[config.mk]
export PLATFORM = sky130hd
export DESIGN_NAME = async_strobe_seq
export DESIGN_NICKNAME = d
export VERILOG_FILES = /design/src/rtl/async_strobe_seq.sv
export SDC_FILE = /design/constraint.sdc
export NUM_CORES = 1
export LEC_CHECK = 0
export BUFFER_PORTS_ARGS = -buffer_cell sky130_fd_sc_hd__buf_4
export CORE_MARGIN = 2
export CORE_UTILIZATION = 40
export DETAILED_ROUTE_END_ITERATION = 10
export PLACE_DENSITY = 0.67
export SLEW_MARGIN = 20
export SYNTH_ARGS = -nofsm -noshare
export SYNTH_HDL_FRONTEND = slang
export SYNTH_SLANG_ARGS = --single-unit
[constraint.sdc]
create_clock -name clk -period 6.8 [get_ports clk]
set_input_delay 1.36 -clock clk [delete_from_list [all_inputs] [get_ports clk]]
set_output_delay 1.36 -clock clk [all_outputs]
set_load 0.02 [all_outputs]
[src/rtl/async_strobe_seq.sv]
module async_strobe_seq #(
  parameter int AW  = 16,
  parameter int DW  = 16,
  parameter int BLW = 3
) (
  input  logic           clk,
  input  logic           rst_n,
  input  logic           req,
  input  logic           req_wr,
  input  logic [AW-1:0]  req_addr,
  input  logic [DW-1:0]  req_wdata,
  input  logic [BLW-1:0] req_beats,
  output logic           ack,
  output logic           rd_valid,
  output logic [DW-1:0]  rd_data,
  input  logic [1:0]     cfg_div,
  input  logic [3:0]     cfg_cs_on,
  input  logic [4:0]     cfg_cs_rd_off,
  input  logic [4:0]     cfg_cs_wr_off,
  input  logic [3:0]     cfg_adv_on,
  input  logic [4:0]     cfg_adv_rd_off,
  input  logic [4:0]     cfg_adv_wr_off,
  input  logic [3:0]     cfg_oe_on,
  input  logic [4:0]     cfg_oe_off,
  input  logic [3:0]     cfg_we_on,
  input  logic [4:0]     cfg_we_off,
  input  logic [4:0]     cfg_rd_len,
  input  logic [4:0]     cfg_wr_len,
  input  logic [4:0]     cfg_access,
  input  logic [3:0]     cfg_page_gap,
  output logic           mem_cs_n,
  output logic           mem_adv_n,
  output logic           mem_oe_n,
  output logic           mem_we_n,
  output logic [AW-1:0]  mem_addr,
  output logic [DW-1:0]  mem_wdata,
  output logic           mem_wdata_oe,
  input  logic [DW-1:0]  mem_rdata
);

  localparam int TW = $clog2(32 + ((1 << BLW) - 1) * 16);
  localparam int LW = BLW + 1;

  logic          busy, wr_q;
  logic [AW-1:0] addr_q;
  logic [DW-1:0] wdata_q;
  logic [TW-1:0] tick, total, next_s;
  logic [1:0]    dc;
  logic [LW-1:0] left;

  function automatic logic in_win(input logic [TW-1:0] t, input logic [3:0] on, input logic [4:0] off);
    return (t >= TW'(on)) && (t < TW'(off));
  endfunction

  wire [3:0]    gap_eff  = (cfg_page_gap == 4'd0) ? 4'd1 : cfg_page_gap;
  wire          tick_beg = (dc == 2'd0);
  wire          smp      = busy && !wr_q && (left != '0) && tick_beg && (tick == next_s);
  wire          done     = busy && tick_beg && (tick == total);
  wire [TW-1:0] rd_total = TW'(cfg_rd_len) + TW'(req_beats) * TW'(gap_eff);

  always_ff @(posedge clk or negedge rst_n) begin
    if (!rst_n) begin
      busy     <= 1'b0;
      wr_q     <= 1'b0;
      addr_q   <= '0;
      wdata_q  <= '0;
      tick     <= '0;
      total    <= '0;
      next_s   <= '0;
      dc       <= '0;
      left     <= '0;
      ack      <= 1'b0;
      rd_valid <= 1'b0;
      rd_data  <= '0;
    end else begin
      ack      <= 1'b0;
      rd_valid <= 1'b0;
      if (!busy) begin
        if (req) begin
          busy    <= 1'b1;
          wr_q    <= req_wr;
          addr_q  <= req_addr;
          wdata_q <= req_wdata;
          tick    <= '0;
          dc      <= '0;
          total   <= req_wr ? TW'(cfg_wr_len) : rd_total;
          next_s  <= TW'(cfg_access);
          left    <= req_wr ? '0 : LW'(req_beats) + LW'(1);
        end
      end else begin
        if (done) begin
          busy <= 1'b0;
          ack  <= 1'b1;
        end else if (dc == cfg_div) begin
          dc   <= '0;
          tick <= tick + TW'(1);
        end else begin
          dc <= dc + 2'd1;
        end
        if (smp) begin
          rd_data  <= mem_rdata;
          rd_valid <= 1'b1;
          left     <= left - LW'(1);
          next_s   <= next_s + TW'(gap_eff);
          if (left > LW'(1)) addr_q <= addr_q + AW'(1);
        end
      end
    end
  end

  assign mem_cs_n     = !(busy && in_win(tick, cfg_cs_on, wr_q ? cfg_cs_wr_off : cfg_cs_rd_off));
  assign mem_adv_n    = !(busy && in_win(tick, cfg_adv_on, wr_q ? cfg_adv_wr_off : cfg_adv_rd_off));
  assign mem_oe_n     = !(busy && !wr_q && in_win(tick, cfg_oe_on, cfg_oe_off));
  assign mem_we_n     = !(busy && wr_q && in_win(tick, cfg_we_on, cfg_we_off));
  assign mem_addr     = addr_q;
  assign mem_wdata    = wdata_q;
  assign mem_wdata_oe = busy && wr_q;

endmodule

==> metrics, run 1 <==
overflow left after global routing 0; Worst VDD drop 0.179 mV; Slew HR 35.2%; synthesis-to-layout area growth 29.6%; Critical Path Most Common Cell buf_4; Critical Path, Cell by Cell buf_4 > mux2i_1 > ha_1 > o21a_1 > o21ai_0 > a21oi_1 > or4_1 > buf_4; CP Capture Type primary output; first-pass GRT wire length between 20000 and 25000 um; clk sinks 82; total placed cells including tap cells 989; period utilization 61.7%; Seq cells post-synth 82; Static Leak 3.79 nW; largest net degree at the start of global routing 66; fill cell count 1395; Die W 125 um; via count 5067; IO Port Bufs ~180; skew final 0.00823 ns; gr usage total a little under a fifth; initial DRC count around 190; H-Tree Depth 3; ys flop type dfrtp_1; WL final 14500 um; Starting Density 40.5%; die height 125 um; Final GP Congestion 0.774; CP bufs+invs 2; distinct cell type count after synthesis a little under 60; Peak Freq about 240 MHz; CTS Hold Bufs 0; Clock Latency Late Sink 0.35 ns; DRC 0; DRT Pass-1 Iters 4; Arrival @ worst endpoint 2.83 ns; max cap viols 0; drt wl/cell 14.4 um; final hold violations 0; Post-synth EDFFs 0; diode count 0; clock buffer depth 2; critical path type primary input to primary output; Routed Antenna Nets 0; drt via density between 5 and 6; Yosys top cell area share 35.2%; vias in the first global route 4953; IO Pins approximately 180; setup violators final 0; Crit-path slowest cell or4_1; Cell Area, Synth approximately 5800 um2; fin. max-slew vios 0; CP Data Required Time around 5.4 ns; CP delay by family, top simple AND/OR/NAND/NOR gates; nets 997; # resized after CTS 0; CTS tree yes; pwr dens between 300 and 400 nW/um2; Core Area 14400 um2; Post-Layout Cell Count 1005; Post-Synthesis Cells 660; largest cells by area after synthesis dfrtp_1 35%, ha_1 11%, nand2_1 8.8%; layout cells sized above 1 26.4%; clk slew on worst S/H paths 0.07 ns; run status complete, no violations; Yosys top cell by area dfrtp_1; Tightest Pin Transition 0.972 ns; sequential area share after synthesis 35.2%; Post-CTS Setup Bufs 0; root buf cell clkbuf_16; Ys Warns 0; unrepaired setup endpoints after global routing no; asr flop ratio synth between 90% and 100%; Syn Area/Cell 8.82 um2; min Tclk post-route 4.19 ns; Hold Path Class register to register; Startpoint Class primary input; Num CTS Buffers 9; initial antenna violation count 0; Syn Nets about 840; setup_tns 0 ns; Crit Path Max Fanout 1; crit-path max cell delay 0.50 ns; Cell Rows 44; hpwl dp 10500 um; die area 15500 um2
==> report_power, final <==
part	internal [W]	switching, W
clock	0.000290	0.000224
combinational	0.000544	0.000567
sequential	0.000659	0.000229
total	0.00149	0.00102
==> worst register-to-register path: stages (launching register included) <==
cell	delay, ns
dfrtp_1	0.73
xor2_1	0.19
nor4_2	0.57
nand3_1	0.32
inv_1	0.62
nor2_1	0.28
mux2_2	0.33
==> flip-flops by register name, indices dropped and copies added (netlist names) <==
signal and flops:
dc 2, mem_addr 16, ack 1, total 8, rd_data 16, wr_q 1
tick 8, busy 1, mem_wdata 16, rd_valid 1, left 4, next_s 8
==> routing by layer <==
metal	global-route usage, %	part of all wire (%)	vias up
met2	29.9	45	136
met1	26.6	48	2316
met5	0	0	-
met3	3.69	5.3	13
li1	-	-	2602
met4	5.95	1.3	0
==> cells in the final DEF (no fill, tap or decap), types with 3 or more instances in the layout <==
cell and instances:
a211oi_1 3, a21o_1 16, a21oi_1 35, a221o_1 8
and2_1 9, and3_1 9, buf_4 179, clkbuf_16 9
dfrtp_1 81, fa_1 7, ha_1 52, inv_1 55
mux2_2 6, mux2i_1 25, nand2_1 136, nand2b_1 13
nand3_1 13, nand4_1 8, nor2_1 19, nor2b_1 4
nor3_1 10, nor3b_1 3, nor4_1 8, nor4b_1 5
o2111ai_1 3, o211ai_1 3, o21a_1 3, o21ai_0 15
o22ai_1 3, o31ai_1 5, o32ai_1 4, or2_2 5
or4_1 5, xnor2_1 10, xor2_1 15
==> cell families (layout without fill, tap and decap cells) <==
logic type,after synthesis,in the layout,share of synthesized area [%]
compound gates,114,114,13.8
xor+xnor,25,25,3.76
fa+ha+maj,59,59,13.6
buf+inv,89,250,6.38
flops,82,82,35.2
mux,31,31,5.46
simple gates,260,260,21.8
==> cell usage after synthesis, types with 9 or more instances <==
library cell and count:
xor2_1 15, nand2b_1 14, and3_1 9, a21o_1 16, dfrtp_1 82, nand3_1 13
o21ai_0 15, inv_1 55, xnor2_1 10, buf_2 9, and2_1 9, a21oi_1 35
clkbuf_1 18, ha_1 52, mux2i_1 25, nor3_1 10, nand2_1 136, nor2_1 19
==> stage by stage <==
stage	setup WS, ns	instance area (um2)	utilization [%]	power [W]	hold slack (ns)
floorplan	2.72	5820	-	0.00162	0.468
global placement	2.55	7230	50.3	0.00199	0.451
detailed placement	2.50	7230	50.3	0.00201	0.457
CTS	2.58	7540	52.5	0.00254	0.473
global route	2.51	7540	52.5	0.00273	0.490
finish	2.61	7540	52.5	0.00251	0.468
==> area by class of cell <==
| type | instances | area (um2) | share of cell area (%) |
|---|---|---|---|
| repair buffers | 179 | 1340 | 17.8 |
| multi-input cells | 489 | 3400 | 45.1 |
| clock buffers | 9 | 225 | 2.99 |
| clock inverters | 7 | 82.6 | 1.09 |
| well taps | 184 | 230 | 3.05 |
| flip-flops and latches | 82 | 2050 | 27.2 |
| inverters | 55 | 206 | 2.74 |
==> final timing paths <==
kind / end / start / cells past startpoint / slack (ns)
worst max-delay path: mem_adv_n / cfg_adv_wr_off[1] / 8 / 2.61
worst min-delay path: rd_data[7] / rd_data[7] / 2 / 0.47
worst max register to register: next_s[0] / tick[2] / 6 / 3.63
worst min register to register: rd_data[7] / rd_data[7] / 2 / 0.47
max in group asynchronous: busy / rst_n / 2 / 4.79
min in group asynchronous: mem_addr[14] / rst_n / 1 / 0.92
(Power assumes the default switching activity.)
==> inputs of run 2 (changes only) <==
--- a/config.mk
+++ b/config.mk
@@ -5,11 +5,12 @@
 export SDC_FILE = /design/constraint.sdc
 export NUM_CORES = 1
 export LEC_CHECK = 0
+export ABC_AREA = 1
 export BUFFER_PORTS_ARGS = -buffer_cell sky130_fd_sc_hd__buf_4
 export CORE_MARGIN = 2
 export CORE_UTILIZATION = 40
 export DETAILED_ROUTE_END_ITERATION = 10
-export PLACE_DENSITY = 0.67
+export PLACE_DENSITY = 0.66
 export SLEW_MARGIN = 20
 export SYNTH_ARGS = -nofsm -noshare
 export SYNTH_HDL_FRONTEND = slang
==> constraint.sdc (replaced) <==
create_clock -name clk -period 3.93 [get_ports clk]
set_input_delay 0.786 -clock clk [delete_from_list [all_inputs] [get_ports clk]]
set_output_delay 0.786 -clock clk [all_outputs]
set_load 0.02 [all_outputs]
==> metrics, run 2 <==
Post-synth EDFFs 0 (unchanged); commonest non-fill, non-tap cell in the layout nand2_1; synthesis-to-layout area growth 28.3%; Critical R2R Launch tick[1]; crit-path max cell delay 0.53 ns (+0.03 ns); Register Area 2050 um2 (about the same); # resized after CTS 0 (unchanged); fin. max-slew vios 0 (unchanged); Seq cells post-synth 82 (unchanged); Core Area 15100 um2 (+5.0%); skew final 0.00672 ns (-0.00152 ns); DRC 0 (unchanged); most frequent cells in the layout 321 x nand2_1, 181 x buf_4, 100 x inv_1; final hold violations 0 (unchanged); Clock Latency Late Sink 0.35 ns (about the same); first-pass GRT wire length 26800 um (+9.8%); Peak Freq 321 MHz; min Tclk post-route 3.12 ns; H-Tree Depth 3 (unchanged); die height 128 um (+2.5%); via count 6007 (+19%); Slew HR 40.8% (+5.6 points); area of the multi-input gates 3520 um2 (+3.5%); asr flop ratio synth 100% (unchanged); Crit Path Max Fanout 6 (+5); GR Util met2 32.4% (+2.5 points); Tightest Pin Transition 0.888 ns (-0.0843 ns); Num CTS Buffers 9 (unchanged); Worst Setup SP cfg_page_gap[1]; clk slew on worst S/H paths 0.07 ns (about the same); Crit-path slowest cell fa_1; Cell Rows 45 (+2.3%); IO Port Bufs 176 (unchanged); most used routing layer met2; Post-CTS Setup Bufs 0 (unchanged); Ys Warns 0 (unchanged); count leader, synth nand2_1; pre-CTS WS 0.429 ns (-2.07 ns); hold path startpoint mem_wdata[1]; diode count 0 (unchanged); met1 usage 27.7% (+1.1 points); clock buffer depth 2 (unchanged); WL final 16200 um (+12%); unrepaired setup endpoints after global routing no; Die W 128 um (+2.5%); synth cell count leaders 321 x nand2_1, 100 x inv_1, 82 x dfrtp_1; Worst VDD drop 0.285 mV (+60%); layout cells sized above 1 21.6% (-4.9 points); initial antenna violation count 0 (unchanged); Syn Area/Cell 7.00 um2 (-21%); setup_tns 0 ns (unchanged); CTS tree yes; worst setup margin 0.812 ns (-1.79 ns); Hold Path Class register to register; drt wl/cell 13.2 um (-8.9%); r2r setup slk 1.49 ns (-2.14 ns); pwr dens 664 nW/um2 (+99%); initial DRC count 262 (+39%); CP Capture Type register; largest cells by area after synthesis dfrtp_1 33%, nand2_1 20%, ha_1 11%; Final GP Congestion 0.839 (+8.3%); Starting Density 40.6% (+0.10 points); Post-Synthesis Cells 876 (+33%); overflow left after global routing 0 (unchanged); Routed Antenna Nets 0 (unchanged); Arrival @ worst endpoint 3.34 ns (+0.51 ns); period utilization 79.3%; clk sinks 82 (unchanged); die area 16300 um2 (+5.1%); Syn Nets 1057 (+26%); GR Util met3 3.38% (-0.31 points); critical path type primary input to register; root buf cell clkbuf_16; Yosys top cell area share 33.5% (-1.8 points); vias in the first global route 5516 (+11%); gr usage total 20.1% (+1.1 points); ys flop type dfrtp_1; drt via density 4.88 (-3.3%); nets 1220 (+22%); CTS Hold Bufs 0 (unchanged); Static Leak 4.37 nW (+15%); distinct cell type count after synthesis 38 (-34%); sequential area share after synthesis 33.5% (-1.8 points); Cell Area, Synth 6130 um2 (+5.3%); fill cell count 1551 (+11%); Critical Path, Cell by Cell buf_4 > nor3_1 > nor2_1 > inv_1 > nand2_1 > fa_1 > inv_1 > fa_1 > fa_1 > nand3_1 > nand3_1 > nand2_1 > nand2_1 > nand3_1 > o21ai_0; max cap viols 0 (unchanged); Startpoint Class primary input; DRT Pass-1 Iters 8 (+4); largest net degree at the start of global routing 72 (+9.1%); run status complete, no violations; setup violators final 0 (unchanged); hpwl dp 12000 um (+14%); IO Pins 177 (unchanged); Yosys top cell by area dfrtp_1; CP Data Required Time 4.16 ns (-1.28 ns)
run 2: metal layers:
layer | wire [um] | up-vias | share of wire (%)
met5 | 0 | - | 0
met4 | 289 | 0 | 1.8
met2 | 7450 | 147 | 46
met3 | 908 | 20 | 5.6
met1 | 7570 | 2713 | 47
li1 | - | 3127 | -
run 2: through the flow:
| step | utilization (%) | total power (W) | hold slack, ns | cells | cell area, um2 |
|---|---|---|---|---|---|
| 3_3_place_gp | 50.2 | 0.00437 | 0.459 | 1216 | 7580 |
| 5_1_grt | 52.1 | 0.00569 | 0.497 | 1232 | 7860 |
| 2_1_floorplan | - | 0.00345 | 0.473 | 876 | 6130 |
| 6_report | 52.1 | 0.00522 | 0.475 | 1232 | 7860 |
| 3_5_place_dp | 50.2 | 0.00442 | 0.463 | 1216 | 7580 |
| 4_1_cts | 52.1 | 0.00526 | 0.481 | 1232 | 7860 |
run 2: final cells by class:
type                       instances  share of cell area [%]
clock buffer                       9                    2.86
clock inverter                     7                   0.748
inverter                         110                    5.25
multi-input combinational        655                    44.8
sequential                        82                    26.1
tap                              188                    2.99
timing repair buffer             181                    17.3
run 2: worst max-delay path: cells and delay by family:
| family | cells | cell delay, ns |
|---|---|---|
| buf+inv | 3 | 0.26 |
| simple gates | 8 | 0.69 |
| fa+ha+maj | 3 | 1.53 |
| compound gates | 1 | 0.07 |
run 2: worst paths after layout:
path / endpoint / depth (start not counted)
hold reg to reg: mem_wdata[1] / 2
min in group asynchronous: mem_addr[4] / 1
setup / recovery: total[7] / 15
setup reg to reg: mem_addr[15] / 9
hold / removal: mem_wdata[1] / 2
max in group asynchronous: total[3] / 2
run 2: cell families (layout without fill, tap and decap cells):
logic type               count (synthesis)  count (layout)  share of synthesized area [%]
AND/OR/NAND/NOR                        500             500                           34.8
buffers and inverters                  139             307                           9.08
flip-flops                              82              82                           33.5
AO/OA/AOI/OAI                           76              76                           6.76
adder cells (fa/ha/maj)                 59              59                           12.9
XOR/XNOR                                12              12                           1.71
multiplexers                             8               8                           1.31
run 2: power breakdown:
part / switching [W] / total [W] / internal, W / leakage [nW]
logic: 0.00156 / 0.00272 / 0.00116 / 3.27
registers: 0.000467 / 0.00168 / 0.00121 / 0.963
clock network: 0.000385 / 0.000825 / 0.000439 / 0.139
total: 0.00241 / 0.00522 / 0.00281 / 4.37
==> inputs of run 3 (changes only) <==
==> constraint.sdc (replaced) <==
create_clock -name clk -period 2.9 [get_ports clk]
set_input_delay 0.58 -clock clk [delete_from_list [all_inputs] [get_ports clk]]
set_output_delay 0.58 -clock clk [all_outputs]
set_load 0.02 [all_outputs]
==> metrics, run 3 (synthesis gave the netlist of run 2 again) <==
nets 1236 (+1.3%); Routed Antenna Nets 0 (unchanged); Int Pwr 0.00386 W (+37%); Starting Density 40.6% (unchanged); vias in the first global route 5578 (+1.1%); Crit Path Max Fanout 2 (-4); Tightest Pin Transition 0.887 ns (-0.000605 ns); Register Area 2050 um2 (unchanged); area of the multi-input gates 3560 um2 (+1.2%); overflow left after global routing 0 (unchanged); Clk network pwr share 15.7% (about the same); die area 16300 um2 (unchanged); drt via density 4.89 (+0.20%); Num CTS Buffers 9 (unchanged); WL final 16600 um (+2.1%); Final GP Congestion 0.852 (+1.5%); via count 6097 (+1.5%); die height 128 um (unchanged); DRC 0 (unchanged); Startpoint Class primary input; initial DRC count 334 (+27%); clock buffer depth 2 (unchanged); Peak Freq 364 MHz; unrepaired setup endpoints after global routing yes; Net Sw Frac 46.1% (-0.067 points); setup violators final 0 (unchanged); clk sinks 82 (unchanged); CP Capture Type register; layout cells sized above 1 23.5% (+1.9 points); critical path type primary input to register; Cell Rows 45 (unchanged); pre-CTS WS -0.214 ns (-0.643 ns); commonest non-fill, non-tap cell in the layout nand2_1; diode count 0 (unchanged); first-pass GRT wire length 27100 um (+1.2%); Arrival @ worst endpoint 3.01 ns (-0.33 ns); IO Port Bufs 176 (unchanged); Slew HR 40.7% (-0.13 points); fin. max-slew vios 0 (unchanged); Core Area 15100 um2 (unchanged); Die W 128 um (unchanged); H-Tree Depth 3 (unchanged); worst setup margin 0.153 ns (-0.660 ns); gr usage total 20.4% (+0.23 points); final hold violations 0 (unchanged); Hold Path Class primary input to async pin; most frequent cells in the layout 320 x nand2_1, 196 x buf_4, 100 x inv_1; Clock Latency Late Sink 0.35 ns (about the same); net switching power 0.00330 W (+37%); pwr dens 890 nW/um2 (+34%); portion of total power attributed to combinational logic 53.7% (+1.6 points); fill cell count 1543 (-0.52%); IO Pins 177 (unchanged); CTS tree yes; sequential power share 30.6% (-1.5 points); largest net degree at the start of global routing 48 (-33%); CP Data Required Time 3.16 ns (-1.00 ns); skew final 0.00934 ns (+0.00262 ns); period utilization 94.7%; root buf cell clkbuf_16; Worst VDD drop 0.417 mV (+46%); max cap viols 0 (unchanged); synthesis-to-layout area growth 31.2%; drt wl/cell 13.3 um (+0.78%); min Tclk post-route around 2.7 ns; hpwl dp 12300 um (+2.9%); run status complete, no violations; setup_tns 0 ns (unchanged); DRT Pass-1 Iters 5 (-3); clk slew on worst S/H paths 0.07 ns (about the same); initial antenna violation count 0 (unchanged); Static Leak 4.46 nW (+2.1%)
[run 3: changes by cell type in the layout (fill, tap and decap cells not counted), sizes merged]
| cell | change |
|---|---|
| buf | +16 |
[run 3: worst max-delay path: stages]
cell     delay [ns]
buf_4          0.12
nor3_4         0.17
nor2_2         0.07
inv_1          0.07
nand2_1        0.06
fa_1           0.48
inv_1          0.05
fa_1           0.51
fa_2           0.40
buf_4          0.14
a21oi_1        0.10
o21ai_0        0.09
a22oi_1        0.15
[run 3: routing by layer]
metal  track usage, %  routed length (um)  vias to the layer above  part of all wire, %
met1             28.4                7780                     2782                   47
met3             3.13                 833                       14                  5.0
met5                0                   0                        -                    0
met2             33.5                7760                      156                   47
met4             4.78                 190                        0                  1.1
li1                 -                   -                     3145                    -
[run 3: stage by stage]
stage	power [W]	utilization [%]	cell area, um2	hold WS, ns	cells
2_1_floorplan	0.00468	-	6150	0.284	876
3_3_place_gp	0.00599	51.2	7730	0.460	1231
3_5_place_dp	0.00605	51.2	7730	0.464	1231
4_1_cts	0.00720	53.1	8010	0.283	1247
5_1_grt	0.00780	53.3	8040	0.315	1248
6_report	0.00716	53.3	8040	0.246	1248
[run 3: worst paths after layout]
kind	start	endpoint	slack (ns)	depth (start not counted)
max	cfg_page_gap[1]	total[3]	0.15	13
min	rst_n	mem_addr[4]	0.25	1
max reg2reg	wr_q	mem_addr[15]	0.56	9
min reg2reg	mem_wdata[5]	mem_wdata[5]	0.47	2
min in group clk	mem_rdata[5]	rd_data[5]	0.42	3
max in group asynchronous	rst_n	ack	1.99	2
[run 3: final cells by class]
cell class | instances | share of cell area (%)
Tap cell | 188 | 2.93
Clock inverter | 7 | 0.731
Sequential cell | 82 | 25.5
Multi-Input combinational cell | 655 | 44.3
Timing Repair Buffer | 197 | 18.5
Inverter | 110 | 5.14
Clock buffer | 9 | 2.80
[run 3: timing repair]
item,in CTS,in global routing
gates resized for setup,0,5
setup endpoints to repair,0,4
hold buffers,0,0
setup buffers,0,1
[run 3: power by group through the flow]
stage / registers (W) / logic [W] / clock network, W
floorplan: 0.00243 / 0.00226 / 0
CTS: 0.00219 / 0.00386 / 0.00115
global placement: 0.00220 / 0.00379 / 0
detailed placement: 0.00219 / 0.00386 / 0
finish: 0.00219 / 0.00384 / 0.00113
global route: 0.00226 / 0.00434 / 0.00119
